[src/rtl/hs_flow_pkg.sv]
package hs_flow_pkg;
  // Strobes from control to datapath
  typedef struct packed {
    logic setStop;   // force the receive stop state on
    logic clrStop;   // release the receive stop state
    logic txLoad;    // character boundary: reload the transmit permit
    logic txVal;     // value to load into the permit
  } hsStrobe_t;
endpackage

[src/rtl/hs_flow_ctrl.sv]
module hs_flow_ctrl
  import hs_flow_pkg::*;
#(
  parameter int SYNC_STAGES = 2
) (
  input  logic      clk,
  input  logic      rstN,
  input  logic      autoRtsEn,
  input  logic      autoCtsEn,
  input  logic      ctsN,
  input  logic      txIdle,
  input  logic      aboveUpper,
  input  logic      belowLower,
  output hsStrobe_t strb
);
  localparam int LAST = SYNC_STAGES - 1;

  logic [LAST:0] syncQ;
  logic          ctsSync;

  // Synchronizer chain, reset to "peer ready" so no spurious stall
  always_ff @(posedge clk or negedge rstN) begin
    if (!rstN) syncQ <= '1;
    else       syncQ <= {syncQ[LAST-1:0], ctsN};
  end
  assign ctsSync = syncQ[LAST];

  always_comb begin
    strb.setStop = autoRtsEn & aboveUpper;               // stop wins on overlap
    strb.clrStop = ~autoRtsEn | (belowLower & ~aboveUpper);
    strb.txLoad  = txIdle;
    strb.txVal   = ~autoCtsEn | ctsSync;
  end

  // two stages minimum between pin and use
  initial begin
    assert_sync_depth_R11: assert (SYNC_STAGES >= 2);
  end

  // overlap never issues both strobes
  assert_no_conflict_R10: assert property (@(posedge clk) disable iff (!rstN)
    !(strb.setStop && strb.clrStop));
endmodule

[src/rtl/hs_flow_dp.sv]
module hs_flow_dp
  import hs_flow_pkg::*;
#(
  parameter int CNT_W = 9
) (
  input  logic             clk,
  input  logic             rstN,
  input  logic [CNT_W-1:0] rxCount,
  input  logic [CNT_W-1:0] upperLvl,
  input  logic [CNT_W-1:0] lowerLvl,
  input  logic             autoRtsEn,
  input  logic             swReady,
  input  hsStrobe_t        strb,
  output logic             aboveUpper,
  output logic             belowLower,
  output logic             rtsN,
  output logic             txGo
);
  logic rxStop;

  assign aboveUpper = rxCount > upperLvl;
  assign belowLower = rxCount < lowerLvl;

  always_ff @(posedge clk or negedge rstN) begin
    if (!rstN)             rxStop <= 1'b0;
    else if (strb.setStop) rxStop <= 1'b1;
    else if (strb.clrStop) rxStop <= 1'b0;
  end

  always_ff @(posedge clk or negedge rstN) begin
    if (!rstN)            txGo <= 1'b1;
    else if (strb.txLoad) txGo <= strb.txVal;
  end

  assign rtsN = autoRtsEn ? rxStop : ~swReady;

  assert_stop_on_high_R2: assert property (@(posedge clk) disable iff (!rstN)
    autoRtsEn && aboveUpper |=> rxStop);

  assert_release_on_low_R3: assert property (@(posedge clk) disable iff (!rstN)
    autoRtsEn && belowLower && !aboveUpper |=> !rxStop);

  assert_hold_in_band_R4: assert property (@(posedge clk) disable iff (!rstN)
    autoRtsEn && !aboveUpper && !belowLower |=> $stable(rxStop));

  assert_clear_when_off_R5: assert property (@(posedge clk) disable iff (!rstN)
    !autoRtsEn |=> !rxStop);

  assert_frame_hold_R8: assert property (@(posedge clk) disable iff (!rstN)
    !strb.txLoad |=> $stable(txGo));
endmodule

[src/rtl/hs_flow_top.sv]
module hs_flow_top
  import hs_flow_pkg::*;
#(
  parameter int CNT_W       = 9,
  parameter int SYNC_STAGES = 2
) (
  input  logic             clk,
  input  logic             rstN,
  input  logic [CNT_W-1:0] rxCount,
  input  logic [CNT_W-1:0] upperLvl,
  input  logic [CNT_W-1:0] lowerLvl,
  input  logic             autoRtsEn,
  input  logic             autoCtsEn,
  input  logic             swReady,
  input  logic             ctsN,
  input  logic             txIdle,
  output logic             rtsN,
  output logic             txGo
);
  hsStrobe_t strb;
  logic      aboveUpper;
  logic      belowLower;

  hs_flow_ctrl #(.SYNC_STAGES(SYNC_STAGES)) ctrl_i (
    .clk        (clk),
    .rstN       (rstN),
    .autoRtsEn  (autoRtsEn),
    .autoCtsEn  (autoCtsEn),
    .ctsN       (ctsN),
    .txIdle     (txIdle),
    .aboveUpper (aboveUpper),
    .belowLower (belowLower),
    .strb       (strb)
  );

  hs_flow_dp #(.CNT_W(CNT_W)) dp_i (
    .clk        (clk),
    .rstN       (rstN),
    .rxCount    (rxCount),
    .upperLvl   (upperLvl),
    .lowerLvl   (lowerLvl),
    .autoRtsEn  (autoRtsEn),
    .swReady    (swReady),
    .strb       (strb),
    .aboveUpper (aboveUpper),
    .belowLower (belowLower),
    .rtsN       (rtsN),
    .txGo       (txGo)
  );
endmodule

[config.mk]
export PLATFORM = sky130hd
export DESIGN_NAME = hs_flow_top
export DESIGN_NICKNAME = d
export VERILOG_FILES = /design/src/rtl/hs_flow_pkg.sv /design/src/rtl/hs_flow_ctrl.sv /design/src/rtl/hs_flow_dp.sv /design/src/rtl/hs_flow_top.sv
export SDC_FILE = /design/constraint.sdc
export NUM_CORES = 1
export LEC_CHECK = 0
export BUFFER_PORTS_ARGS = -buffer_cell sky130_fd_sc_hd__clkbuf_2
export CAP_MARGIN = 20
export CORE_AREA = 3 3 40 42
export DETAILED_ROUTE_END_ITERATION = 8
export DIE_AREA = 0 0 43 45
export GPL_TIMING_DRIVEN = 0
export PLACE_DENSITY = 0.79
export SKIP_LAST_GASP = 1
export SYNTH_ARGS = -nofsm -noshare
export SYNTH_HDL_FRONTEND = slang
export SYNTH_SLANG_ARGS = --single-unit
[constraint.sdc]
create_clock -name clk -period 2 [get_ports clk]
set_input_delay 0.1 -clock clk [delete_from_list [all_inputs] [get_ports clk]]
set_output_delay 0.1 -clock clk [all_outputs]
set_load 0.01 [all_outputs]
==> results of run 1 <==
## worst max-delay path, stage by stage
cell and delay, ns:
clkbuf_2 0.10, ha_1 0.28, o21ai_1 0.13, a21oi_1 0.07
a2111o_1 0.39, a21oi_1 0.13, o22ai_1 0.09
## logic make-up (layout without fill, tap and decap cells)
group,Yosys count,after routing,share of synthesized area
AO/OA/AOI/OAI,18,18,0.195
AND/OR/NAND/NOR,12,12,0.102
buffers and inverters,19,60,0.129
adder cells (fa/ha/maj),17,17,0.385
flip-flops,4,4,0.188
## registers in the layout, summed over array words and instances, names as in the netlist
register,flops
dp_i.rxStop,1
dp_i.txGo,1
ctrl_i.syncQ,2
## per-stage QoR
stage / instances / area [µm²] / util / power, µW
2_1_floorplan: 70 / 552 / - / 158
3_3_place_gp: 120 / 746 / 0.580 / 208
3_5_place_dp: 120 / 746 / 0.580 / 214
4_1_cts: 126 / 792 / 0.616 / 334
5_1_grt: 126 / 792 / 0.616 / 362
6_report: 126 / 792 / 0.616 / 326
## report_power, final
group	switching, µW	total (µW)	internal, µW
Combinational	58.4	123	64.3
Sequential	2.30	92.3	90.0
Clock	35.7	111	75.0
## routing by layer
layer | global-route usage | share of wire | vias to the layer above | wire, µm
met5 | 0 | 0 | - | 0
li1 | - | - | 326 | -
met1 | 0.167 | 0.39 | 263 | 507
met2 | 0.302 | 0.54 | 16 | 698
met3 | 0.0279 | 0.060 | 2 | 77
met4 | 0.0542 | 0.0062 | 0 | 8
## repair_timing
item,4_1_cts,5_1_grt
endpoints found under the setup margin,0,0
hold buffers,2,0
endpoints found under the hold margin,5,0
## cell type report
cell class                      instances  area, µm²
Sequential cell                         4        104
Multi-Input combinational cell         47        377
Tap cell                               15       18.8
Fill cell                             130        493
Clock buffer                            4       26.3
Timing Repair Buffer                   37        195
Inverter                               19       71.3
## Yosys cell counts
cell type / count / share of area
nand4_1: 2 / 0.023
a31oi_1: 2 / 0.023
nand3_1: 3 / 0.027
inv_1: 19 / 0.13
nand2_1: 4 / 0.027
o31ai_1: 1 / 0.014
o21bai_1: 1 / 0.014
o21ai_1: 1 / 0.0091
a2111o_1: 1 / 0.020
a21oi_1: 7 / 0.063
o22ai_1: 1 / 0.011
nor2b_1: 1 / 0.011
o21ai_0: 3 / 0.027
nor2_1: 2 / 0.014
dfstp_2: 3 / 0.14
ha_1: 17 / 0.39
a211oi_1: 1 / 0.014
dfrtp_1: 1 / 0.045
## how the worst max path moves through the flow
stage / cells after the start / end / slack [ns]
final: 7 / dp_i.rxStop$_DFFE_PN0P_ / 0.83
after global routing: 8 / dp_i.rxStop$_DFFE_PN0P_ / 0.73
after global placement: 7 / dp_i.rxStop$_DFFE_PN0P_ / 0.61
after floorplan: 7 / dp_i.rxStop$_DFFE_PN0P_ / 0.77
after CTS: 7 / dp_i.rxStop$_DFFE_PN0P_ / 0.82
after detailed placement: 7 / dp_i.rxStop$_DFFE_PN0P_ / 0.57
## placed cells by master (no fill, tap or decap)
cell	Yosys	routed
nor2_1	2	2
o21ai_0	3	3
clkbuf_2	0	35
inv_1	19	19
clkbuf_4	0	3
o21bai_1	1	1
dlygate4sd3_1	0	2
dfstp_2	3	3
o22ai_1	1	1
o31ai_1	1	1
nand2_1	4	4
nand4_1	2	2
clkbuf_1	0	1
a31oi_1	2	2
a211oi_1	1	1
nand3_1	3	3
a2111o_1	1	1
ha_1	17	17
a21oi_1	7	7
dfrtp_1	1	1
nor2b_1	1	1
o21ai_1	1	1
==> impl_metrics.toml, run 1 <==
[run_status]
outcome = "finished clean"

[clocking]
tritoncts = "built"
cts_made_buffers = 3
h-tree-depth = 1
cts_setup_buffers = 0
cts_num_sinks = 4
cts-root-buf = "clkbuf_4"
cts_resized = 0
insertion_delay_ns = 0.24
path_clk_slew_ns = 0.05
clockBufferDepth = 2

[power]
p_per_area_nw_per_um2 = 411
p_leak_uw = 0.000495
max-vdd-ir-drop_v = 0.000238

[worst_setup_path]
cp-end-kind = "register"
rrSetupSlack_ns = 1.21
worstSetupStartpoint = "rxCount[1]"
crit_fanout = 2
cp.required_ns = 2.11
arrival_ns = 1.28
r2r-end = "dp_i.txGo$_DFFE_PN1P_"
start_kind = "primary input"
r2r_cells = 2
worstSetupPathType = "primary input to register"
r2r-start = "dp_i.txGo$_DFFE_PN1P_"

[hold_path]
min_to = "dp_i.txGo$_DFFE_PN1P_"
min_path_cells = 2
hp-start = "autoCtsEn"
hold_class = "primary input to register"

[placed_design]
dp_hpwl_um = 1170
place_ws_ns = 0.568
place.gp.congestion = 0.767
io_buffer_count = 35

[sta]
report.final.slew_viol_count = 0
final.setup.tns_ns = 0
worstMarginPinSlew_ns = 0.190
setup_violations = 0
fin_crit_sh = 0.585
clock.fmax_mhz = 855
grt_setup_unrepaired = "no"
setup_slack_ns = 0.831
hold_viol = 0
fin_crit_ns = 1.17
fin_hold_ws_ns = 0.0471
slew_headroom = 0.873
skew_ns = 0.0136

[floorplan]
row_count = 13
die_w_um = 43
num_io_pins = 36
start_util = 0.429
die_area_um2 = 1940
core_um2 = 1280
die_height_um = 45

[finish]
antenna_cells = 0
area_growth_pct = 43.5
layout.nets = 163
drive_gt1_frac = 0.369

[global_route]
grt.total_usage = 0.155
grt_overflow = 0
grt_max_degree = 5
grt_pass1_wl_um = 2330
grt_pass1_vias = 624
antenna_found_initial = 0

[synth]
syn-instance-count = 70
synth_fp_nets = 121
syn_area_um2 = 552
yosysSeqAreaShare = 0.188
synth.avg_cell_area_um2 = 7.88
yosysUniqueCellTypes = 18
synth-seq-cells = 4
yosys_warnings = 0

[drt]
drt-initial-drc-count = 0
wl_um = 1290
drt_first_pass_iters = 1
wl_per_cell_um = 10.2
routed_via_density = 4.82
num_vias = 607
drc = 0
ant_nets = 0

[job]
cap_violations = 0
No activity file was read; power rests on OpenSTA's default activity.
==> inputs of run 2 (changes only) <==
--- a/config.mk
+++ b/config.mk
@@ -5,11 +5,12 @@
 export SDC_FILE = /design/constraint.sdc
 export NUM_CORES = 1
 export LEC_CHECK = 0
+export ABC_AREA = 1
 export BUFFER_PORTS_ARGS = -buffer_cell sky130_fd_sc_hd__clkbuf_2
 export CAP_MARGIN = 20
-export CORE_AREA = 3 3 40 42
+export CORE_MARGIN = 3
+export CORE_UTILIZATION = 43
 export DETAILED_ROUTE_END_ITERATION = 8
-export DIE_AREA = 0 0 43 45
 export GPL_TIMING_DRIVEN = 0
 export PLACE_DENSITY = 0.79
 export SKIP_LAST_GASP = 1
==> constraint.sdc (replaced) <==
create_clock -name clk -period 1.1 [get_ports clk]
set_input_delay 0.055 -clock clk [delete_from_list [all_inputs] [get_ports clk]]
set_output_delay 0.055 -clock clk [all_outputs]
set_load 0.01 [all_outputs]
==> run 2 against run 1 <==
  * Wire length increased by 7.3%
  * Largest power group unchanged
  * Count of clock-buffer cells in the layout did not move
  * Critical path depth fell by 6
  * Flip-flop and latch count unchanged
  * Total power grew 93%
  * Clock power grew 85%
==> impl_metrics.toml, run 2 <==
[worst_setup_path]
r2r-start = "dp_i.txGo$_DFFE_PN1P_"
cp_slowest_cell = "dfstp_2"
path_cells = "clkbuf_2"
crit_fanout = 2
arrival_ns = 0.89
start_kind = "register"
cp-end-kind = "output pin"
worstSetupPathType = "register to output pin"
cpLargestDelayFamily = "flip-flops"
worstSetupStartpoint = "dp_i.txGo$_DFFE_PN1P_"
critPathBufInv = 1
max_stage_delay_ns = 0.53
cp.required_ns = 1.04

[sta]
skew_ns = 0.00301
clock.fmax_mhz = 1060
setup_violations = 0
hold_viol = 0
final.setup.tns_ns = 0
fin_crit_ns = 0.947
report.final.slew_viol_count = 0
setup_slack_ns = 0.153
grt_setup_unrepaired = "no"
fin_crit_sh = 0.861
slew_headroom = 0.908
worstMarginPinSlew_ns = 0.137

[global_route]
grt.total_usage = 0.159
antenna_found_initial = 0
grt_max_degree = 5
grt_pass1_vias = 664
grt_overflow = 0
grt_pass1_wl_um = 2390

[clocking]
tritoncts = "built"
path_clk_slew_ns = 0.04
cts_setup_buffers = 0
insertion_delay_ns = 0.24
cts_num_sinks = 4
h-tree-depth = 1
clockBufferDepth = 2
cts_made_buffers = 3
cts-root-buf = "clkbuf_4"

[run_status]
outcome = "finished clean"

[synth]
syn_area_um2 = 629
yosys_warnings = 0
synth_common_cells = "inv_1, nand2_1, ha_1"
syn-instance-count = 93
synth_top_area_cell = "ha_1"
synth_top_cell_area_share = 0.338
synthArstFlopShare = 1.00
yosysMostFrequentCell = "inv_1"
ys.flop_type = "dfstp_2"
synth.avg_cell_area_um2 = 6.77
yosysSeqAreaShare = 0.165
synth-edff-count = 0
yosysUniqueCellTypes = 15
synth_fp_nets = 144
synth_area_leaders = "ha_1, inv_1, nand2_1"
synth-seq-cells = 4

[drt]
ant_nets = 0
drt-initial-drc-count = 0
num_vias = 703
wl_per_cell_um = 9.17
drt_first_pass_iters = 1
drc = 0
wl_um = 1390
routed_via_density = 4.66

[finish]
drive_gt1_frac = 0.338
area_growth_pct = 41.4
fillCellCount = 128
final_common_cell = "clkbuf_2"
layout.nets = 188
top_register = "ctrl_i.syncQ"
largest_register_ffs = 2
fin_area_um2 = 890
reg_top3 = "ctrl_i.syncQ x2, dp_i.rxStop x1, dp_i.txGo x1"
antenna_cells = 0
most-common-layout-cells = "clkbuf_2, inv_1, nand2_1"

[hold_path]
hold_class = "primary input to asynchronous set/reset pin"

[floorplan]
core_um2 = 1330
start_util = 0.472
die_area_um2 = 1960
num_io_pins = 36
row_count = 13
die_w_um = 44.3
die_height_um = 44.3

[placed_design]
dpl_cell_area_um2 = 823
place.gp.congestion = 0.759
dp_hpwl_um = 1240
place_ws_ns = 0.0233
io_buffer_count = 35

[power]
p_per_area_nw_per_um2 = 706
power_uw = 628
max-vdd-ir-drop_v = 0.000724
p_leak_uw = 0.000596

[job]
cap_violations = 0
## run 2: stage by stage
stage	hold slack, ns	instances	utilization
2_1_floorplan	-0.241	93	-
5_1_grt	0.144	151	0.667
3_5_place_dp	-0.137	143	0.617
4_1_cts	0.144	151	0.667
3_3_place_gp	-0.138	143	0.617
6_report	0.146	151	0.667
## run 2: path summary, 6_finish.rpt
kind / to / slack [ns] / cells after the start
max: txGo / 0.15 / 1
min: dp_i.rxStop$_DFFE_PN0P_ / 0.15 / 2
max reg2reg: dp_i.txGo$_DFFE_PN1P_ / 0.32 / 2
min reg2reg: ctrl_i.syncQ[1]$_DFF_PN1_ / 0.35 / 0
max in group asynchronous: ctrl_i.syncQ[0]$_DFF_PN1_ / 0.74 / 2
min in group clk: dp_i.rxStop$_DFFE_PN0P_ / 0.15 / 5
## run 2: kinds of logic after synthesis
| logic type | count (synthesis) | share of synthesized area |
|---|---|---|
| AO/OA/AOI/OAI | 8 | 0.0736 |
| adder cells (fa/ha/maj) | 17 | 0.338 |
| buffers and inverters | 26 | 0.155 |
| flip-flops | 4 | 0.165 |
| AND/OR/NAND/NOR | 38 | 0.268 |
## run 2: area by class of cell
class                   instances  area, µm²  area share
repair buffers                 39        215       0.242
flip-flops and latches          4        104       0.117
well taps                      15       18.8      0.0211
inverters                      26       97.6       0.110
clock buffers                   4       26.3      0.0295
multi-input cells              63        428       0.481
## run 2: timing repair
item	CTS	global route
setup endpoints to repair	0	0
gates resized for setup	0	0
hold buffers	4	0
endpoints found under the hold margin	6	0
## run 2: per-layer routing
| layer | vias to the layer above | wire, µm | track usage |
|---|---|---|---|
| met5 | - | 0 | 0 |
| met4 | 0 | 15 | 0.0181 |
| met3 | 2 | 94 | 0.0488 |
| met2 | 23 | 725 | 0.317 |
| met1 | 306 | 549 | 0.164 |
| li1 | 372 | - | - |
## run 2: power by group
part | switching [µW] | internal, µW
clock network | 68.6 | 137
logic | 128 | 128
registers | 3.78 | 164
total | 200 | 428
